## config.mk

```make
export PLATFORM = sky130hd
export DESIGN_NAME = ecp_ext_ctrl
export DESIGN_NICKNAME = d
export VERILOG_FILES = /design/src/rtl/ecp_pkg.sv /design/src/rtl/ecp_rst_sync.sv /design/src/rtl/ecp_mode_reg.sv /design/src/rtl/ecp_xfifo.sv /design/src/rtl/ecp_ext_ctrl.sv
export SDC_FILE = /design/constraint.sdc
export NUM_CORES = 1
export LEC_CHECK = 0
export ABC_AREA = 1
export BUFFER_PORTS_ARGS = -buffer_cell sky130_fd_sc_hd__buf_2
export CAP_MARGIN = 20
export CORE_ASPECT_RATIO = 1.4
export CORE_MARGIN = 8
export CORE_UTILIZATION = 53
export DETAILED_ROUTE_END_ITERATION = 8
export HOLD_SLACK_MARGIN = 0.03
export PLACE_DENSITY = 0.82
export SKIP_LAST_GASP = 1
export SLEW_MARGIN = 20
export SYNTH_ARGS = -nofsm -noshare
export SYNTH_HDL_FRONTEND = slang
export SYNTH_SLANG_ARGS = --single-unit
```

## constraint.sdc

```tcl
create_clock -name clk -period 1.3 [get_ports clk]
set_input_delay 0.195 -clock clk [delete_from_list [all_inputs] [get_ports clk]]
set_output_delay 0.195 -clock clk [all_outputs]
set_load 0.01 [all_outputs]
```

## src/rtl/ecp_pkg.sv

```systemverilog
package ecp_pkg;
  localparam int BYTE_W = 8;
  localparam int ADDR_W = 3;

  typedef enum logic [2:0] {
    MODE_COMPAT  = 3'd0,
    MODE_BYTE    = 3'd1,
    MODE_PPFIFO  = 3'd2,
    MODE_ECPFIFO = 3'd3,
    MODE_EPP     = 3'd4,
    MODE_RSVD    = 3'd5,
    MODE_FTEST   = 3'd6,
    MODE_CONFIG  = 3'd7
  } ecp_mode_e;

  localparam logic [1:0] ST_SOME  = 2'b00;
  localparam logic [1:0] ST_EMPTY = 2'b01;
  localparam logic [1:0] ST_FULL  = 2'b10;

  localparam logic [ADDR_W-1:0] OFS_DATA = 3'd0;
  localparam logic [ADDR_W-1:0] OFS_CFGB = 3'd1;
  localparam logic [ADDR_W-1:0] OFS_CTRL = 3'd2;
endpackage

```

## src/rtl/ecp_rst_sync.sv

```systemverilog
module ecp_rst_sync (
  input  logic clk,
  input  logic rst_n_async,
  output logic rst_n_sync
);
  logic [1:0] sync_q;

  always_ff @(posedge clk or negedge rst_n_async) begin
    if (!rst_n_async) sync_q <= 2'b00;
    else              sync_q <= {sync_q[0], 1'b1};
  end

  assign rst_n_sync = sync_q[1];
endmodule

```

## src/rtl/ecp_mode_reg.sv

```systemverilog
module ecp_mode_reg (
  input  logic       clk,
  input  logic       rst_n,
  input  logic       wr,
  input  logic [5:0] din,      // written byte bits 7:2
  output logic [2:0] mode,
  output logic [2:0] spare,
  output logic       changing
);
  import ecp_pkg::*;

  logic [2:0] mode_q, mode_d;
  logic [2:0] spare_q, spare_d;

  always_comb begin
    mode_d  = mode_q;
    spare_d = spare_q;
    if (wr) begin
      mode_d  = din[5:3];
      spare_d = din[2:0];
    end
  end

  always_ff @(posedge clk or negedge rst_n) begin
    if (!rst_n) begin
      mode_q  <= MODE_COMPAT;
      spare_q <= 3'b000;
    end else begin
      mode_q  <= mode_d;
      spare_q <= spare_d;
    end
  end

  assign mode     = mode_q;
  assign spare    = spare_q;
  assign changing = wr && (din[5:3] != mode_q);
endmodule

```

## src/rtl/ecp_xfifo.sv

```systemverilog
module ecp_xfifo #(
  parameter int DATA_W = 8,
  parameter int DEPTH  = 2
) (
  input  logic              clk,
  input  logic              rst_n,
  input  logic              push,
  input  logic              pop,
  input  logic              flush,
  input  logic [DATA_W-1:0] din,
  output logic [DATA_W-1:0] dout,
  output logic [1:0]        status
);
  import ecp_pkg::*;

  localparam int PTR_W = (DEPTH > 1) ? $clog2(DEPTH) : 1;
  localparam int CNT_W = PTR_W + 1;
  localparam logic [CNT_W-1:0] DEPTH_C = CNT_W'(DEPTH);

  logic [DATA_W-1:0] mem_q [DEPTH];
  logic [PTR_W-1:0]  wr_ptr_q, wr_ptr_d;
  logic [PTR_W-1:0]  rd_ptr_q, rd_ptr_d;
  logic [1:0]        status_q, status_d;

  logic [CNT_W-1:0]  wr_inc, rd_inc;
  logic              wr_wrap, rd_wrap;
  logic [PTR_W-1:0]  rd_next;
  logic              push_ok, pop_ok;

  assign wr_inc  = {1'b0, wr_ptr_q} + 1'b1;
  assign rd_inc  = {1'b0, rd_ptr_q} + 1'b1;
  assign wr_wrap = (wr_inc == DEPTH_C);
  assign rd_wrap = (rd_inc == DEPTH_C);
  assign rd_next = rd_wrap ? '0 : rd_inc[PTR_W-1:0];
  assign push_ok = push && !flush && (status_q != ST_FULL);
  assign pop_ok  = pop && !push && !flush && (status_q != ST_EMPTY);

  always_comb begin
    wr_ptr_d = wr_ptr_q;
    rd_ptr_d = rd_ptr_q;
    status_d = status_q;
    if (flush) begin
      wr_ptr_d = '0;
      rd_ptr_d = '0;
      status_d = ST_EMPTY;
    end else if (push_ok) begin
      wr_ptr_d = wr_wrap ? '0 : wr_inc[PTR_W-1:0];
      status_d = wr_wrap ? ST_FULL : ST_SOME;
    end else if (pop_ok) begin
      rd_ptr_d = rd_next;
      status_d = (rd_next == wr_ptr_q) ? ST_EMPTY : ST_SOME;
    end
  end

  always_ff @(posedge clk or negedge rst_n) begin
    if (!rst_n) begin
      wr_ptr_q <= '0;
      rd_ptr_q <= '0;
      status_q <= ST_EMPTY;
    end else begin
      wr_ptr_q <= wr_ptr_d;
      rd_ptr_q <= rd_ptr_d;
      status_q <= status_d;
    end
  end

  for (genvar i = 0; i < DEPTH; i++) begin : g_entry
    logic en;
    assign en = push_ok && (wr_ptr_q == PTR_W'(i));
    always_ff @(posedge clk) begin
      if (en) mem_q[i] <= din;
    end
  end

  assign dout   = mem_q[rd_ptr_q];
  assign status = status_q;
endmodule

```

## src/rtl/ecp_ext_ctrl.sv

```systemverilog
module ecp_ext_ctrl #(
  parameter int FIFO_DEPTH = 2
) (
  input  logic       clk,
  input  logic       rst_n,
  input  logic       wr_en,
  input  logic       rd_en,
  input  logic [2:0] addr,
  input  logic [7:0] wdata,
  output logic [7:0] rdata
);
  import ecp_pkg::*;

  logic             rst_n_int;
  logic [2:0]       mode, spare;
  logic             mode_chg;
  logic [1:0]       fifo_st;
  logic [BYTE_W-1:0] fifo_dout;
  logic [BYTE_W-1:0] cfga_q, cfga_d, cfgb_q, cfgb_d;
  logic [BYTE_W-1:0] ctrl_val;
  logic             test_mode, hit_data, hit_cfgb, hit_ctrl;
  logic             push, pop, cfga_wr, cfgb_wr, ctrl_wr;

  ecp_rst_sync u_rst (
    .clk(clk), .rst_n_async(rst_n), .rst_n_sync(rst_n_int)
  );

  assign test_mode = (mode == MODE_FTEST);
  assign hit_data  = (addr == OFS_DATA);
  assign hit_cfgb  = (addr == OFS_CFGB);
  assign hit_ctrl  = (addr == OFS_CTRL);
  assign push      = wr_en && hit_data && test_mode;
  assign pop       = rd_en && !wr_en && hit_data && test_mode;
  assign cfga_wr   = wr_en && hit_data && !test_mode;
  assign cfgb_wr   = wr_en && hit_cfgb;
  assign ctrl_wr   = wr_en && hit_ctrl;

  ecp_mode_reg u_mode (
    .clk(clk), .rst_n(rst_n_int), .wr(ctrl_wr), .din(wdata[7:2]),
    .mode(mode), .spare(spare), .changing(mode_chg)
  );

  ecp_xfifo #(.DATA_W(BYTE_W), .DEPTH(FIFO_DEPTH)) u_fifo (
    .clk(clk), .rst_n(rst_n_int), .push(push), .pop(pop),
    .flush(mode_chg), .din(wdata), .dout(fifo_dout), .status(fifo_st)
  );

  always_comb begin
    cfga_d = cfga_q;
    cfgb_d = cfgb_q;
    if (cfga_wr) cfga_d = wdata;
    if (cfgb_wr) cfgb_d = wdata;
  end

  always_ff @(posedge clk or negedge rst_n_int) begin
    if (!rst_n_int) begin
      cfga_q <= '0;
      cfgb_q <= '0;
    end else begin
      cfga_q <= cfga_d;
      cfgb_q <= cfgb_d;
    end
  end

  assign ctrl_val = {mode, spare, fifo_st};

  always_comb begin
    unique case (addr)
      OFS_DATA: rdata = test_mode ? fifo_dout : cfga_q;
      OFS_CFGB: rdata = cfgb_q;
      OFS_CTRL: rdata = ctrl_val;
      default:  rdata = '1;
    endcase
  end
endmodule

```

==> impl_metrics.env <==
export IMPL_syn_to_final_growth_pct=28.09
export IMPL_violations="setup timing"
export IMPL_syn_nets=231
export IMPL_drt_total_wl_um=4776
export IMPL_worst_slack_ns=-0.3912
export IMPL_hpwl_um=3489
export IMPL_drv_slew=0
export IMPL_synthArstFlopShare_pct=63.64
export IMPL_insertedDiodeCount=0
export IMPL_critPathSlowestCell="dfrtp_1"
export IMPL_yosysUniqueCellTypes=28
export IMPL_io_buffers=22
export IMPL_die_w_um=68.38
export IMPL_syn_area_um2=2036
export IMPL_yosysTopAreaCellShare_pct=33.19
export IMPL_r2r_end="u_fifo.mem_q[1][6]"
export IMPL_r2r_cells=5
export IMPL_finalSetupViolations=36
export IMPL_hp_class="reg2async"
export IMPL_critPathKind="reg2out"
export IMPL_grt_pass1_wl_um=7672
export IMPL_die_area_um2=6108
export IMPL_total_power_w=0.003290
export IMPL_h_tree_depth=2
export IMPL_drt_first_pass_iters=4
export IMPL_clock_latency_ns=0.29
export IMPL_dp_cells=303
export IMPL_numClockSinks=44
export IMPL_hold_viol_final=0
export IMPL_vdd_ir_drop_max_uv=1028
export IMPL_ant_nets=0
export IMPL_worstPathRequired_ns=1.11
export IMPL_fin_skew_ns=0.006124
export IMPL_cts_root_buf="clkbuf_8"
export IMPL_synth_edff_count=16
export IMPL_grt_overflow_total=0
export IMPL_final_util_pct=70.93
export IMPL_ys_ff_latch=44
export IMPL_yosys_warnings=0
export IMPL_routabilityCongestion=0.8543
export IMPL_drt_iter0_drc=104
export IMPL_cts_path_max_buffers=2
export IMPL_synth_top_area_cell="dfrtp_1"
export IMPL_post_route_period_util_pct=130.1
export IMPL_r2r_start="u_mode.mode[0]"
export IMPL_grt_setup_unrepaired="true"
export IMPL_grt_pass1_vias=1719
export IMPL_path_clk_slew_ns=0.08
export IMPL_placed_area_um2=2437
export IMPL_path_max_fanout=17
export IMPL_stdcell_area_um2=2608
export IMPL_drc=0
export IMPL_status="finished with violations"
export IMPL_initial_utilization_pct=55.38
export IMPL_vias_per_cell=5.462
export IMPL_antenna_found_initial=0
export IMPL_grt_max_degree=23
export IMPL_min_period_ns=1.691
export IMPL_p_leak_nw=1.165
export IMPL_die_h_um=89.33
export IMPL_vias=1737
export IMPL_cts_tree="done"
export IMPL_cap_violations=0
export IMPL_holdWs_ns=0.07718
export IMPL_max_freq_ghz=0.5913
export IMPL_rows=26
export IMPL_ios=23
export IMPL_worstPathCellList="nor2_4, buf_12, nand3_1, o211ai_1, nand4_1, buf_2"
export IMPL_syn_avg_cell_area_um2=9.425
export IMPL_reg2reg_slack_ns=-0.25
export IMPL_fp_coreArea_um2=3676
export IMPL_yosysSeqAreaShare_pct=58.08
export IMPL_p_per_area_nw_per_um2=1262
export IMPL_grt_usage_pct=16.82
export IMPL_fillers=254
export IMPL_cp_start_kind="flop"
export IMPL_ys_flop_type="dfrtp_1"
export IMPL_routedWlPerCell_um=15.02
export IMPL_fin_cells=318
export IMPL_layout_nets=290
export IMPL_numCtsBuffers=5
export IMPL_worstPathArrival_ns=1.50
export IMPL_layout_drive_gt1_share_pct=31.88
export IMPL_synthCells=216
export IMPL_end_kind="output pin"
export IMPL_synth_area_leaders="dfrtp_1 33%, edfxtp_1 24%, nand2_1 11%"
export IMPL_synthTopCellsByCount="61 x nand2_1, 27 x dfrtp_1, 18 x o21ai_0, 16 x edfxtp_1, 16 x nor2_1"
export IMPL_cpPeakStageDelay_ns=0.42
export IMPL_yosysMostFrequentCell="nand2_1"
-- worst max-delay path: cells and delay by family (launching register included) --
| family | cells | cell delay [ns] |
|---|---|---|
| AND/OR/NAND/NOR | 3 | 0.36 |
| flip-flops | 1 | 0.42 |
| buffers and inverters | 2 | 0.31 |
| AO/OA/AOI/OAI | 1 | 0.10 |
-- layout make-up --
| cell class | instances | area [µm²] | area share, % |
|---|---|---|---|
| Sequential cell | 44 | 1184 | 45.39 |
| Multi-Input combinational cell | 148 | 798.3 | 30.61 |
| Timing Repair Buffer | 56 | 409.1 | 15.69 |
| Inverter | 19 | 75.07 | 2.879 |
| Clock buffer | 6 | 72.57 | 2.783 |
| Tap cell | 42 | 52.55 | 2.015 |
| Clock inverter | 2 | 11.26 | 0.4319 |
| Timing Repair inverter | 1 | 5.005 | 0.1919 |
-- cells by family (layout without fill, tap and decap cells) --
| logic type | Yosys count | after routing | share of synthesized area [%] |
|---|---|---|---|
| buffers and inverters | 24 | 84 | 5.654 |
| other | 1 | 1 | 0.1842 |
| AOI/OAI and AO/OA | 41 | 41 | 11.62 |
| and+or+nand+nor | 104 | 104 | 23.60 |
| xor gates and xnor gates | 2 | 2 | 0.8606 |
| DFF | 44 | 44 | 58.08 |
-- layer usage --
layer / vias up / global-route usage, % / part of all wire (%)
li1: 845 / - / -
met1: 834 / 19.38 / 42
met2: 45 / 27.06 / 52
met3: 13 / 4.768 / 3.1
met4: 0 / 9.346 / 2.8
met5: - / 0 / 0
-- timing repair --
item,4_1_cts,5_1_grt
pin swaps,2,2
endpoints found under the hold margin,2,0
endpoints found under the setup margin,35,36
cloned,0,1
gates resized for setup,1,8
hold buffers,1,0
setup buffers,4,1
-- flip-flops by register name, summed over array words and instances (netlist names) --
signal	count
cfgb_q	8
u_mode.spare	3
cfga_q	8
u_mode.mode	3
u_fifo.mem_q	16
u_fifo.wr_ptr_q	1
u_rst.sync_q	2
u_fifo.status	2
u_fifo.rd_ptr_q	1
-- cells in the final DEF, fill, tap and decap left out, types with 5 or more instances in the layout --
master / n
inv_1: 15
dfrtp_1: 26
clkbuf_8: 5
buf_4: 29
nand2_1: 58
a21oi_1: 7
nor2_1: 14
o21ai_0: 16
nand4_1: 7
nor2_4: 5
buf_2: 22
edfxtp_1: 16
nand3_1: 10
-- power by group --
part,internal [W],leakage (nW),switching [W],total (W)
Combinational,0.000338,0.639,0.000411,0.000749
Sequential,0.00162,0.481,0.000117,0.00174
Clock,0.000376,0.0455,0.000429,0.000806
-- stage by stage --
stage | setup TNS (ns) | setup WS (ns)
final | -8.925 | -0.3912
after global routing | -11.97 | -0.5038
after CTS | -8.904 | -0.4243
after detailed placement | -3.362 | -0.1577
after global placement | -2.588 | -0.1255
after floorplan | -1.061 | -0.07471
-- worst max path at each step --
stage,depth (start not counted),start,to
after detailed placement,6,addr[2],u_fifo.mem_q[0][1]
after global routing,7,u_mode.mode[1],rdata[3]
after CTS,7,u_mode.mode[2],rdata[3]
final,6,u_mode.mode[0],rdata[3]
after global placement,6,addr[2],u_fifo.mem_q[0][1]
after floorplan,5,u_mode.mode[1],u_fifo.mem_q[0][0]
(Power assumes the default switching activity.)
